$ cat config.mk
export PLATFORM = sky130hd
export DESIGN_NAME = burst2_sram
export DESIGN_NICKNAME = d
export VERILOG_FILES = /design/src/rtl/b2sram_pkg.sv /design/src/rtl/b2sram_wr_collect.sv /design/src/rtl/b2sram_array.sv /design/src/rtl/b2sram_rd_seq.sv /design/src/rtl/burst2_sram.sv
export SDC_FILE = /design/constraint.sdc
export NUM_CORES = 1
export LEC_CHECK = 0
export BUFFER_PORTS_ARGS = -buffer_cell sky130_fd_sc_hd__buf_2
export CAP_MARGIN = 25
export CORE_ASPECT_RATIO = 0.7
export CORE_MARGIN = 3
export CORE_UTILIZATION = 37
export DETAILED_ROUTE_END_ITERATION = 8
export PLACE_DENSITY = 0.64
export REMOVE_ABC_BUFFERS = 1
export SETUP_SLACK_MARGIN = 0.05
export SLEW_MARGIN = 25
export SYNTH_ARGS = -nofsm -noshare
export SYNTH_HDL_FRONTEND = slang
export SYNTH_SLANG_ARGS = --single-unit
export TNS_END_PERCENT = 5
$ cat constraint.sdc
create_clock -name clk -period 6.2 [get_ports clk]
set_input_delay 0.62 -clock clk [delete_from_list [all_inputs] [get_ports clk]]
set_output_delay 0.62 -clock clk [all_outputs]
set_load 0.05 [all_outputs]
$ cat src/rtl/b2sram_pkg.sv
package b2sram_pkg;
  typedef enum logic [1:0] {
    WC_IDLE = 2'd0,
    WC_LO   = 2'd1,
    WC_HI   = 2'd2
  } wc_state_e;

  typedef enum logic [1:0] {
    RS_IDLE  = 2'd0,
    RS_FETCH = 2'd1,
    RS_LO    = 2'd2,
    RS_HI    = 2'd3
  } rs_state_e;
endpackage

$ cat src/rtl/b2sram_wr_collect.sv
module b2sram_wr_collect
  import b2sram_pkg::*;
#(
  parameter int BEAT_W = 36,
  parameter int NBYTES = 4,
  parameter int ADDR_W = 3
) (
  input  logic                  clk,
  input  logic                  rst_n,
  input  logic                  req_valid,
  output logic                  req_ready,
  input  logic [ADDR_W-1:0]     req_addr,
  input  logic                  beat_valid,
  output logic                  beat_ready,
  input  logic [BEAT_W-1:0]     beat_data,
  input  logic [NBYTES-1:0]     beat_be,
  output logic                  commit,
  output logic [ADDR_W-1:0]     commit_addr,
  output logic [2*BEAT_W-1:0]   commit_data,
  output logic [2*NBYTES-1:0]   commit_mask
);
  wc_state_e           state_q, state_d;
  logic [ADDR_W-1:0]   addr_q;
  logic [BEAT_W-1:0]   lo_data_q;
  logic [NBYTES-1:0]   lo_be_q;
  logic                req_take, lo_take;

  assign req_ready  = (state_q == WC_IDLE);
  assign beat_ready = (state_q != WC_IDLE);
  assign req_take   = req_valid && req_ready;
  assign lo_take    = beat_valid && (state_q == WC_LO);
  assign commit     = beat_valid && (state_q == WC_HI);

  always_comb begin
    state_d = state_q;
    unique case (state_q)
      WC_IDLE: if (req_take) state_d = WC_LO;
      WC_LO:   if (beat_valid) state_d = WC_HI;
      WC_HI:   if (beat_valid) state_d = WC_IDLE;
      default: state_d = WC_IDLE;
    endcase
  end

  always_ff @(posedge clk) begin
    if (!rst_n) state_q <= WC_IDLE;
    else        state_q <= state_d;
  end

  always_ff @(posedge clk) begin
    if (req_take) addr_q <= req_addr;
    if (lo_take) begin
      lo_data_q <= beat_data;
      lo_be_q   <= beat_be;
    end
  end

  assign commit_addr = addr_q;
  assign commit_data = {beat_data, lo_data_q};
  assign commit_mask = {beat_be, lo_be_q};

  AST_WR_REQ_BLOCKED: assert property (@(posedge clk) disable iff (!rst_n)
    (req_valid && !req_ready) |=> $stable(addr_q));
  AST_WR_IDLE_AFTER_COMMIT: assert property (@(posedge clk) disable iff (!rst_n)
    commit |=> req_ready);
  AST_WR_STRAY_BEAT: assert property (@(posedge clk) disable iff (!rst_n)
    (beat_valid && !beat_ready && !req_valid) |=> req_ready);
endmodule

$ cat src/rtl/b2sram_array.sv
module b2sram_array #(
  parameter int LANE_W = 9,
  parameter int NLANES = 8,
  parameter int ADDR_W = 3
) (
  input  logic                     clk,
  input  logic                     rst_n,
  input  logic                     we,
  input  logic [ADDR_W-1:0]        waddr,
  input  logic [LANE_W*NLANES-1:0] wdata,
  input  logic [NLANES-1:0]        wmask,
  input  logic                     re,
  input  logic [ADDR_W-1:0]        raddr,
  output logic [LANE_W*NLANES-1:0] rdata
);
  localparam int ENTRY_W = LANE_W * NLANES;
  localparam int DEPTH   = 1 << ADDR_W;

  logic [ENTRY_W-1:0] mem [DEPTH];
  logic [ENTRY_W-1:0] fwd;
  logic [ENTRY_W-1:0] rdata_q;
  logic               same_addr;

  assign same_addr = we && (waddr == raddr);

  always_ff @(posedge clk) begin
    for (int k = 0; k < NLANES; k++) begin
      if (we && wmask[k])
        mem[waddr][k*LANE_W +: LANE_W] <= wdata[k*LANE_W +: LANE_W];
    end
  end

  always_comb begin
    fwd = mem[raddr];
    for (int k = 0; k < NLANES; k++) begin
      if (same_addr && wmask[k])
        fwd[k*LANE_W +: LANE_W] = wdata[k*LANE_W +: LANE_W];
    end
  end

  always_ff @(posedge clk) begin
    if (re) rdata_q <= fwd;
  end

  assign rdata = rdata_q;

  AST_FWD_LANE0: assert property (@(posedge clk) disable iff (!rst_n)
    (re && we && (waddr == raddr) && wmask[0])
      |=> (rdata[LANE_W-1:0] == $past(wdata[LANE_W-1:0])));
endmodule

$ cat src/rtl/b2sram_rd_seq.sv
module b2sram_rd_seq
  import b2sram_pkg::*;
#(
  parameter int BEAT_W = 36,
  parameter int ADDR_W = 3
) (
  input  logic                clk,
  input  logic                rst_n,
  input  logic                req_valid,
  output logic                req_ready,
  input  logic [ADDR_W-1:0]   req_addr,
  output logic                fetch,
  output logic [ADDR_W-1:0]   fetch_addr,
  input  logic [2*BEAT_W-1:0] entry,
  output logic                out_valid,
  output logic [BEAT_W-1:0]   out_data
);
  rs_state_e         state_q, state_d;
  logic [ADDR_W-1:0] addr_q;
  logic              req_take;

  assign req_ready = (state_q == RS_IDLE);
  assign req_take  = req_valid && req_ready;

  always_comb begin
    state_d = state_q;
    unique case (state_q)
      RS_IDLE:  if (req_take) state_d = RS_FETCH;
      RS_FETCH: state_d = RS_LO;
      RS_LO:    state_d = RS_HI;
      RS_HI:    state_d = RS_IDLE;
      default:  state_d = RS_IDLE;
    endcase
  end

  always_ff @(posedge clk) begin
    if (!rst_n) state_q <= RS_IDLE;
    else        state_q <= state_d;
  end

  always_ff @(posedge clk) begin
    if (req_take) addr_q <= req_addr;
  end

  assign fetch      = (state_q == RS_FETCH);
  assign fetch_addr = addr_q;
  assign out_valid  = (state_q == RS_LO) || (state_q == RS_HI);
  assign out_data   = (state_q == RS_HI) ? entry[2*BEAT_W-1:BEAT_W]
                                         : entry[BEAT_W-1:0];

  AST_RD_LATENCY: assert property (@(posedge clk) disable iff (!rst_n)
    (req_valid && req_ready) |-> ##2 out_valid);
  AST_RD_TWO_BEATS: assert property (@(posedge clk) disable iff (!rst_n)
    $rose(out_valid) |=> out_valid);
  AST_RD_BURST_END: assert property (@(posedge clk) disable iff (!rst_n)
    (out_valid && $past(out_valid)) |=> !out_valid);
  AST_RD_BUSY: assert property (@(posedge clk) disable iff (!rst_n)
    out_valid |-> !req_ready);
endmodule

$ cat src/rtl/burst2_sram.sv
module burst2_sram #(
  parameter int BEAT_W = 36,
  parameter int BYTE_W = 9,
  parameter int ADDR_W = 3
) (
  input  logic                       clk,
  input  logic                       rst_n,
  input  logic                       wreq_valid,
  output logic                       wreq_ready,
  input  logic [ADDR_W-1:0]          wreq_addr,
  input  logic                       wbeat_valid,
  output logic                       wbeat_ready,
  input  logic [BEAT_W-1:0]          wbeat_data,
  input  logic [BEAT_W/BYTE_W-1:0]   wbeat_be,
  input  logic                       rreq_valid,
  output logic                       rreq_ready,
  input  logic [ADDR_W-1:0]          rreq_addr,
  output logic                       rbeat_valid,
  output logic [BEAT_W-1:0]          rbeat_data
);
  localparam int NBYTES  = BEAT_W / BYTE_W;
  localparam int ENTRY_W = 2 * BEAT_W;
  localparam int NLANES  = 2 * NBYTES;

  logic                commit;
  logic [ADDR_W-1:0]   commit_addr;
  logic [ENTRY_W-1:0]  commit_data;
  logic [NLANES-1:0]   commit_mask;
  logic                fetch;
  logic [ADDR_W-1:0]   fetch_addr;
  logic [ENTRY_W-1:0]  entry;

  b2sram_wr_collect #(
    .BEAT_W(BEAT_W), .NBYTES(NBYTES), .ADDR_W(ADDR_W)
  ) u_wr (
    .clk         (clk),
    .rst_n       (rst_n),
    .req_valid   (wreq_valid),
    .req_ready   (wreq_ready),
    .req_addr    (wreq_addr),
    .beat_valid  (wbeat_valid),
    .beat_ready  (wbeat_ready),
    .beat_data   (wbeat_data),
    .beat_be     (wbeat_be),
    .commit      (commit),
    .commit_addr (commit_addr),
    .commit_data (commit_data),
    .commit_mask (commit_mask)
  );

  b2sram_array #(
    .LANE_W(BYTE_W), .NLANES(NLANES), .ADDR_W(ADDR_W)
  ) u_array (
    .clk   (clk),
    .rst_n (rst_n),
    .we    (commit),
    .waddr (commit_addr),
    .wdata (commit_data),
    .wmask (commit_mask),
    .re    (fetch),
    .raddr (fetch_addr),
    .rdata (entry)
  );

  b2sram_rd_seq #(
    .BEAT_W(BEAT_W), .ADDR_W(ADDR_W)
  ) u_rd (
    .clk        (clk),
    .rst_n      (rst_n),
    .req_valid  (rreq_valid),
    .req_ready  (rreq_ready),
    .req_addr   (rreq_addr),
    .fetch      (fetch),
    .fetch_addr (fetch_addr),
    .entry      (entry),
    .out_valid  (rbeat_valid),
    .out_data   (rbeat_data)
  );

  AST_RESET_IDLE: assert property (@(posedge clk)
    !rst_n |=> (wreq_ready && rreq_ready && !rbeat_valid && !wbeat_ready));
endmodule

Word level (Yosys, flattened, before mapping) --
Memory sizes are Yosys's and may differ from the RTL's. A register that Yosys moved wholly into a read port is not among the register bits. Index checks and enable logic that the tools add are counted.
Storage, ports and cells: flip-flop bits (word level) 50, bits in writable memories 576, input port bits 51, output and inout bits 40, memories kept 1
Operators by class: equality and inequality tests 9, multiplexer cells 23, reduce and logical (&&, ||, !) cells 17
Memories:
- u_array.mem | depth 8, bits a word 72, read ports 1, clocked after Yosys merged registers in 1, write ports 1, RTL line b2sram_array.sv:19 | logic [ENTRY_W-1:0] mem [DEPTH];
Operators by type and width (number):
- 36-bit two-way mux | 1
- 1-bit two-way mux | 16
- 1-bit logical AND | 12
- 2-bit two-way mux | 4
- 2-bit != test (second input constant) | 4
- 2-bit case mux with 4 select lines | 1
- 2-bit == test (second input constant) | 3
- 2-bit case mux with 3 select lines | 1
- 2-bit by 1-bit == test with 1-bit output (second input constant) | 2
- 2-bit logical NOT | 2
- 3-bit AND reduction | 1
- 2-bit nonzero test | 1
- 1-bit logical OR | 1

Depth between registers and ports, before layout --
Gate-level depths: netlist (run 1).
depth after elaboration 5, gate-level depth with buffers 6

Modules after synthesis --
A second synthesis (run 1) with hierarchy kept.
Second synthesis, totals: cell total of the unflattened synthesis 1231, area total of the unflattened synthesis 27553.9 um2
Modules (own cells, without submodules):
- b2sram_array | instances 1, cells each 1075, area an instance 25007.7 um2, sequential area each 19458.7 um2
- b2sram_wr_collect | instances 1, cells each 96, area an instance 1707.9 um2, sequential area each 1331.3 um2
- b2sram_rd_seq | instances 1, cells each 60, area an instance 838.3 um2, sequential area each 130.1 um2

Worst setup path before layout (run 1) --
OpenSTA, ideal clock, no wires.
path type input to register, start point in wbeat_valid, end point reg u_wr.lo_be_q[0], enable pin, arrival 2.570 ns, required time 5.761 ns, setup slack 3.191 ns, stages on the path 3, cell sequence buf_2 nand2_1 nor2_1
On the way: cells in the longest elaborated chain, start to end 1
Ends and longest elaborated chain:
- start, declared | RTL line burst2_sram.sv:11 | input logic wbeat_valid,
- 1-bit logical AND | RTL line b2sram_wr_collect.sv:31 | assign lo_take = beat_valid && (state_q == WC_LO);
- named net u_wr.lo_take | RTL line b2sram_wr_collect.sv:26 | logic req_take, lo_take;
- end signal, assigned | RTL line b2sram_wr_collect.sv:53 | lo_be_q <= beat_be;
- end, declared | RTL line b2sram_wr_collect.sv:25 | logic [NBYTES-1:0] lo_be_q;
The timed path passes the listed nets, and every way through them passes these cells. A chain may end at the register's enable or synchronous reset.

Final worst setup path (run 1) --
start point reg u_rd.state_q[0], end point out rbeat_data[35]
On the way: cells in the longest elaborated chain, start to end 2
Ends and longest elaborated chain:
- start, declared | RTL line b2sram_rd_seq.sv:18 | rs_state_e state_q, state_d;
- start signal, assigned | RTL line b2sram_rd_seq.sv:38 | else state_q <= state_d;
- 2-bit == test | RTL line b2sram_rd_seq.sv:48 | assign out_data = (state_q == RS_HI) ? entry[2*BEAT_W-1:BEAT_W]
- 36-bit two-way mux | RTL line b2sram_rd_seq.sv:48
- end, declared | RTL line burst2_sram.sv:19 | output logic [BEAT_W-1:0] rbeat_data
No other way between the ends.

==> results.ini, run 1 <==
[final_layout]
num-nets-final=1371
fillCellCount=6097
stdcell_area_um2=30900
antenna_cells=0
final_cell_count_no_fill=2332
fin_util_pct=43.0
drive_gt1_share_pct=41.3
syn2layout_area_growth_pct=14.2

[global_routing]
grt_pass1_wl_mm=88.0
grt_max_degree=85
grt_pass1_vias=12600
grtUsageMet2_pct=23.7
antenna_found_initial=6
grt.busiest_layer=met2
grt-ovfl-total=0
use_met1_pct=23.6
grt_use_total_pct=15.9
grt.met3_usage_pct=3.82

[place]
numPlacedInstances=2209
place.gp.congestion=0.731
dp_hpwl_mm=36.8
placed_area_um2=28700
numPortBuffers=90

[setup_path]
worst-r2r-cell-count=3
cp_cell_sequence=ha_2, buf_4, mux2_2, buf_2
startpoint_type=register
arrival_ns=2.87
cpPeakStageDelay_ns=0.63
r2r_start=u_wr.state_q[1]
end_kind=primary output
r2r-end=u_array.rdata[56]
critPathSlowestCell=ha_2
cp.required_ns=5.58
r2r_setup_slack_ns=3.11
crit_fanout=20
crit_type=register to primary output

[power]
total_power_w=0.0119
vdd_drop_max_mv=0.238
p_leak_nw=9.64
pwr_density_cell_nw_per_um2=384

[logic_synthesis]
ys_async_sr_fraction_pct=0
muxShareOfSynthArea_pct=19.5
syn_inst=1191
synth_top_family_by_area=multiplexers
synth_xor_xnor_area_share_pct=0.0970
yosys.area_share.adder_pct=0.185
yosys.area.top_type=edfxtp_1
yosys.area_share.simple_pct=1.85
synth_compound_gate_area_share_pct=0.0646
syn_area_um2=27100
synth_top_area_share_pct=76.9
yosys_warnings=0
synth.area.top_cells=edfxtp_1 77%, mux4_2 12%, mux2_2 7.5%, nor2_1 0.94%, nand4b_1 0.52%
synth_most_common_cell=edfxtp_1
synth_edf_count=694
ys_seq_area_share_pct=77.2
ys_ff_latch=698
syn_avg_cell_area_um2=22.8
yosys-top-cells-count=694 x edfxtp_1, 180 x mux2_2, 144 x mux4_2, 68 x nor2_1, 27 x clkbuf_1
ys.flop_type=edfxtp_1
synthDistinctLibCells=27

[timing]
worst_pin_slew_ns=1.09
drv_slew=0
final-hold-violation-count=0
relSlewSlack_pct=27.1
hold_slack_ns=0.196
setup_viol=0
fin_crit_sh_pct=56.3
max_freq_ghz=0.286
rsz0062_at_grt=no
finClkSkew_ns=0.0151
fin_crit_ns=3.49

[cts]
cts_buffers=71
insertion_delay_ns=0.60
ctsHoldBuffers=0
path_clk_slew_ns=0.06
cts.sinks=698
clock_path_buffers=3
cts_setup_buffers=0
cts-resized-gates=0
htree_num_levels=3
cts_tree=built
cts_root_buf=clkbuf_16

[routing]
dr.pass1.iters=5
drc=0
viasPerCell=5.29
ant_nets=0
wl_per_cell_um=25.7
vias=12300
routed_wirelength_mm=60.0
initialDrtViolationCount=1070

[floorplanning]
initial_core_util_pct=37.6
fp.dieW_um=329
die_area_um2=76600
rows=82
core_area_um2=72000
dieHeight_um=232
ioPinCount=91

[min_path]
min_from=wreq_addr[2]
whs_path_depth=1
holdPathEnd=u_wr.commit_addr[2]
hold_class=input pin to register

[run]
drv_cap=0

[outcome]
status=complete, no violations

-- per-layer routing --
layer / wire [um] / vias to the layer above
met5: 11 / -
met4: 1070 / 2
met3: 4040 / 78
met2: 27500 / 436
met1: 27300 / 6583
li1: - / 5226
-- through the flow --
stage | TNS, ns | worst slack [ns]
5_1_grt | 0 | 2.55
6_report | 0 | 2.71
3_3_place_gp | 0 | 3.04
2_1_floorplan | -117.57 | -1.63
3_5_place_dp | 0 | 2.96
4_1_cts | 0 | 2.62
-- kinds of logic (layout without fill, tap and decap cells) --
| group | after synthesis | after routing |
|---|---|---|
| buffers and inverters | 57 | 232 |
| XOR/XNOR | 3 | 3 |
| multiplexers | 326 | 326 |
| flip-flops | 698 | 698 |
| AO/OA/AOI/OAI | 3 | 3 |
| AND/OR/NAND/NOR | 100 | 100 |
| adder cells (fa/ha/maj) | 4 | 4 |
-- cells in the final DEF, fill, tap and decap left out, types with 3 or more instances in the layout --
| cell | n |
|---|---|
| nor2_1 | 36 |
| mux4_2 | 144 |
| dfxtp_1 | 4 |
| inv_1 | 4 |
| nor2_2 | 31 |
| buf_2 | 90 |
| buf_4 | 13 |
| clkbuf_1 | 12 |
| mux2_2 | 180 |
| edfxtp_1 | 694 |
| nand4b_1 | 16 |
| inv_6 | 4 |
| bufinv_16 | 7 |
| clkbuf_16 | 73 |
| xnor2_1 | 3 |
| clkinv_1 | 13 |
| clkinv_2 | 13 |
| nand3b_1 | 3 |
-- critical path: cells and delay by family (launching register included) --
family / cells / cell delay [ns]
muxes: 1 / 0.45
adders and majority gates: 1 / 0.63
buffers and inverters: 2 / 0.72
DFF: 1 / 0.43
-- layout make-up --
class	count	area [um2]	area share (%)
clock buffers	85	1870	6.05
multi-input cells	436	5980	19.3
inverters	4	15.0	0.0485
repair buffers	105	579	1.87
flip-flops and latches	698	20900	67.6
clock inverters	38	367	1.18
well taps	966	1210	3.91
-- sequential cells by signal, indices dropped and copies added, names as in the netlist --
name / count
u_rd.state_q: 2
u_wr.lo_be_q: 4
u_wr.lo_data_q: 36
u_rd.fetch_addr: 3
u_array.rdata: 72
u_wr.commit_addr: 3
u_array.mem: 576
u_wr.state_q: 2
-- how the worst max path moves through the flow --
stage / cells past startpoint / slack, ns / startpoint / endpoint
after floorplan: 3 / -1.63 / u_rd.fetch_addr[0] / u_array.rdata[0]
after detailed placement: 4 / 2.96 / wbeat_valid / u_array.rdata[56]
after global routing: 4 / 2.55 / u_rd.state_q[0] / rbeat_data[35]
after global placement: 4 / 3.04 / u_rd.fetch_addr[0] / u_array.rdata[56]
after CTS: 4 / 2.62 / u_rd.state_q[0] / rbeat_data[35]
final: 4 / 2.71 / u_rd.state_q[0] / rbeat_data[35]
-- power breakdown --
part,switching (W),internal (W)
combinational,0.00127,0.000852
sequential,0.000130,0.00549
clock,0.00171,0.00244
total,0.00311,0.00878
No activity file was read; power rests on OpenSTA's default activity.
==> inputs of run 2 (changes only) <==
ABC_AREA = 1   (was not set)
clock period = 3.46 ns   (was 6.2 ns; I/O delays follow)
==> results.ini, run 2 <==
[routing]
drc=0
routed_wirelength_mm=76.1
vias=20000
dr.pass1.iters=6
wl_met3_mm=5.50
initialDrtViolationCount=2006
wl_per_cell_um=18.4
viasPerCell=4.86
route.met2.wl_mm=32.5
ant_nets=0
drt-met1-wl_mm=35.6
highest_layer=met4

[setup_path]
end_kind=primary output
crit_type=register to primary output
crit_fanout=37
startpoint_type=register
arrival_ns=2.60
r2r-end=u_array.mem[1][26]
worst-r2r-cell-count=5
crit_path_start=u_rd.state_q[0]
cp.required_ns=3.11
r2r_start=u_wr.state_q[1]
r2r_setup_slack_ns=0.95

[cts]
htree_num_levels=3
path_clk_slew_ns=0.06
cts_tree=built
cts-resized-gates=0
cts_root_buf=clkbuf_16
clock_path_buffers=3
cts.sinks=698
insertion_delay_ns=0.62
cts_buffers=74

[min_path]
whs_path_depth=1
holdPathEnd=u_wr.lo_be_q[0]
hold_class=input pin to register
min_from=wbeat_be[0]

[timing]
worst_pin_slew_ns=0.938
fin_crit_sh_pct=85.3
fin_crit_ns=2.95
finClkSkew_ns=0.0278
max_freq_ghz=0.339
rsz0062_at_grt=no
hold_slack_ns=0.0331
relSlewSlack_pct=37.5
drv_slew=0
setup_viol=0
final-hold-violation-count=0

[logic_synthesis]
synth_top_area_share_pct=68.0
syn_area_um2=30700
yosys-top-cells-count=762 x nand2_1, 694 x edfxtp_1, 572 x inv_1, 443 x nand3_1, 79 x buf_2
ys_async_sr_fraction_pct=0
synth_edf_count=694
synthDistinctLibCells=25
ys_seq_area_share_pct=68.2
ys_ff_latch=698
syn_avg_cell_area_um2=10.7
synth_most_common_cell=nand2_1
synth.area.top_cells=edfxtp_1 68%, nand2_1 9.3%, nand3_1 7.2%, inv_1 7.0%, nand3_2 2.3%
syn_inst=2874
yosys.area.top_type=edfxtp_1
yosys_warnings=0
ys.flop_type=edfxtp_1

[power]
pwr_density_cell_nw_per_um2=640
vdd_drop_max_mv=0.433
p_leak_nw=14.8

[floorplanning]
dieHeight_um=247
rows=87
fp.dieW_um=350
initial_core_util_pct=37.7
die_area_um2=86400
ioPinCount=91
core_area_um2=81300

[global_routing]
grt_pass1_vias=18400
grt_max_degree=111
antenna_found_initial=7
grt-ovfl-total=0
grt_pass1_wl_mm=116
grt_use_total_pct=17.6

[final_layout]
largest_register=u_array.mem
num-nets-final=3047
drive_gt1_share_pct=12.8
layout_common_cells=762 x nand2_1, 694 x edfxtp_1, 571 x inv_1
largest_reg_flops=576
final_common_cell=nand2_1
fillCellCount=7478
fin_util_pct=43.0
syn2layout_area_growth_pct=14.1

[outcome]
status=complete, no violations

[run]
drv_cap=0

[place]
numPortBuffers=90
place.gp.congestion=0.787
dp_hpwl_mm=45.8

run 2: what timing repair did:
action / 4_1_cts / 5_1_grt
hold endpoints to repair: 11 / 0
hold buffers: 11 / 0
setup buffers: 0 / 0
run 2: how the worst max path moves through the flow:
stage,cells after the start,slack [ns],to
2_1_floorplan,7,-7.76,u_array.rdata[43]
3_3_place_gp,5,0.98,u_array.mem[7][26]
3_5_place_dp,5,0.94,u_array.mem[7][26]
4_1_cts,5,0.51,rbeat_data[33]
5_1_grt,5,0.40,rbeat_data[33]
6_report,5,0.51,rbeat_data[33]
run 2: cell type report:
cell class | count | area, um2 | area share (%)
flip-flops and latches | 698 | 20900 | 59.8
multi-input cells | 1449 | 6890 | 19.7
inverters | 587 | 2210 | 6.33
clock buffers | 95 | 1990 | 5.69
well taps | 1068 | 1340 | 3.82
repair buffers | 182 | 1290 | 3.70
clock inverters | 40 | 327 | 0.933
diodes | 5 | 12.5 | 0.0358
run 2: cells by family after synthesis:
group / count (synthesis) / synth area share (%)
simple gates: 1439 / 22.1
buf+inv: 727 / 9.35
flops: 698 / 68.2
compound gates: 5 / 0.0938
fa+ha+maj: 4 / 0.163
xor+xnor: 1 / 0.0898
run 2: critical path, stage by stage (launching register included):
cell	delay [ns]
dfxtp_1	0.36
ha_2	0.25
inv_2	0.60
nand2_1	0.20
nand2_1	0.24
buf_2	0.30
run 2: where the power goes:
part	total [W]	internal, W	switching, W
sequential	0.0100	0.00981	0.000202
clock	0.00760	0.00438	0.00322
combinational	0.00477	0.00119	0.00358
run 2: per-stage QoR:
step / setup TNS, ns / cells / setup slack [ns] / cell area (um2) / total power [W]
finish: 0 / 4124 / 0.510 / 35000 / 0.0224
global route: 0 / 4122 / 0.403 / 35000 / 0.0233
CTS: 0 / 4119 / 0.507 / 35000 / 0.0225
detailed placement: 0 / 3973 / 0.945 / 32500 / 0.0149
global placement: 0 / 3973 / 0.983 / 32500 / 0.0149
floorplan: -556.90 / 2734 / -7.76 / 30000 / 0.0134
run 2: per-layer routing:
layer | vias up | global-route usage [%]
met5 | - | 0
met4 | 0 | 5.95
met3 | 128 | 3.02
met2 | 733 | 25.6
met1 | 9541 | 26.5
li1 | 9628 | -
==> inputs of run 3 (changes only) <==
CTS_BUF_LIST = sky130_fd_sc_hd__clkbuf_8 sky130_fd_sc_hd__clkbuf_16   (was not set)
==> results.ini, run 3 (synthesized netlist as in run 2, its figures left out) <==
[outcome]
status=complete, no violations

[final_layout]
fin_util_pct=43.0
largest_register=u_array.mem
layout_common_cells=762 x nand2_1, 694 x edfxtp_1, 587 x inv_1
final_common_cell=nand2_1
final_cell_count_no_fill=4124
num-nets-final=3047
drive_gt1_share_pct=12.8
syn2layout_area_growth_pct=14.1
fillCellCount=7478
largest_reg_flops=576

[timing]
fin_crit_sh_pct=85.1
finClkSkew_ns=0.0253
max_freq_ghz=0.340
relSlewSlack_pct=37.5
rsz0062_at_grt=no
fin_crit_ns=2.94
drv_slew=0
setup_ws_ns=0.516
tns_ns=0
hold_slack_ns=0.0440
final-hold-violation-count=0
setup_viol=0
worst_pin_slew_ns=0.937

[cts]
cts_root_buf=clkbuf_16
path_clk_slew_ns=0.06
cts_buffers=74
clock_path_buffers=3
cts.sinks=698
htree_num_levels=3
insertion_delay_ns=0.62
cts_tree=built

[floorplanning]
fp.dieW_um=350
core_area_um2=81300
rows=87
die_area_um2=86400
initial_core_util_pct=37.7
dieHeight_um=247
ioPinCount=91

[global_routing]
grt_max_degree=111
grt_use_total_pct=17.6
grt-ovfl-total=0
grt_pass1_vias=18400
grt_pass1_wl_mm=116
antenna_found_initial=7

[power]
switching_share_pct=31.4
pwr-share-clk_pct=33.8
pwr_density_cell_nw_per_um2=639
p_int_w=0.0153
p_sw_w=0.00701
vdd_drop_max_mv=0.433
seqPwrFrac_pct=44.8
combPwrFrac_pct=21.3
p_leak_nw=14.9

[routing]
viasPerCell=4.84
drc=0
vias=20000
ant_nets=0
initialDrtViolationCount=2032
wl_per_cell_um=18.4
routed_wirelength_mm=76.0
dr.pass1.iters=5

[place]
numPlacedInstances=3973
place.gp.congestion=0.787
pre_cts_ws_ns=0.945
dp_hpwl_mm=45.8
numPortBuffers=90

[setup_path]
end_kind=primary output
critPathMostFrequentCell=nand2_1
critPathTopFamily=buffers and inverters
cp_cell_sequence=ha_2, inv_2, nand2_1, nand2_1, buf_2
cpPeakStageDelay_ns=0.60
critPathSlowestCell=inv_2
arrival_ns=2.60
crit_type=register to primary output
r2r_setup_slack_ns=0.94
crit_fanout=37
cp.required_ns=3.11
cp_num_buf_inv=2
startpoint_type=register

[min_path]
hold_class=input pin to register

[run]
drv_cap=0

[run 3: cell count changes in the layout (fill, tap and decap cells not counted)]
| cell | previous run | this run |
|---|---|---|
| clkbuf_1 | 16 | 0 |
| inv_1 | 571 | 587 |
[run 3: layout make-up]
type                       instances  area, um2  area share, %
sequential                       698      20900           59.8
multi-input combinational       1449       6890           19.7
inverter                         587       2210           6.33
clock buffer                      79       1930           5.52
tap                             1068       1340           3.82
timing repair buffer             182       1290           3.70
clock inverter                    56        387           1.11
antenna                            5       12.5         0.0358
[run 3: worst paths after layout]
kind	start	endpoint	cells after the start
hold reg to reg	u_wr.state_q[0]	u_wr.state_q[0]	2
setup / recovery	u_rd.state_q[0]	rbeat_data[33]	5
hold / removal	wbeat_be[0]	u_wr.lo_be_q[0]	1
setup reg to reg	u_wr.state_q[1]	u_array.mem[1][26]	5
[run 3: worst register-to-register path, cell delays in order (launching register included)]
cell,delay [ns]
dfxtp_1,0.41
nand3_4,0.28
nor2_2,0.52
inv_2,0.17
nor2_1,0.56
buf_4,0.28
[run 3: per-stage QoR]
stage          area, um2  power [W]
3_5_place_dp       32500     0.0149
5_1_grt            35000     0.0232
3_3_place_gp       32500     0.0149
2_1_floorplan      30000     0.0134
4_1_cts            35000     0.0225
6_report           35000     0.0223
[run 3: what timing repair did]
action,4_1_cts,5_1_grt
hold endpoints to repair,11,0
setup buffers,0,0
hold buffers,11,0
gates resized for setup,0,0
[run 3: layer usage]
layer	vias to the layer above	global-route usage, %	wire (um)
li1	9630	-	-
met1	9500	26.5	35800
met2	713	25.6	32400
met3	135	3.02	5350
met4	0	5.95	2490
met5	-	0	0
[run 3: power groups by stage]
stage          combinational (W)  clock [W]  sequential, W
5_1_grt                  0.00517    0.00804         0.0100
3_5_place_dp             0.00477          0         0.0102
4_1_cts                  0.00479    0.00770         0.0100
2_1_floorplan            0.00308          0         0.0103
6_report                 0.00477    0.00756         0.0100
3_3_place_gp             0.00472          0         0.0102
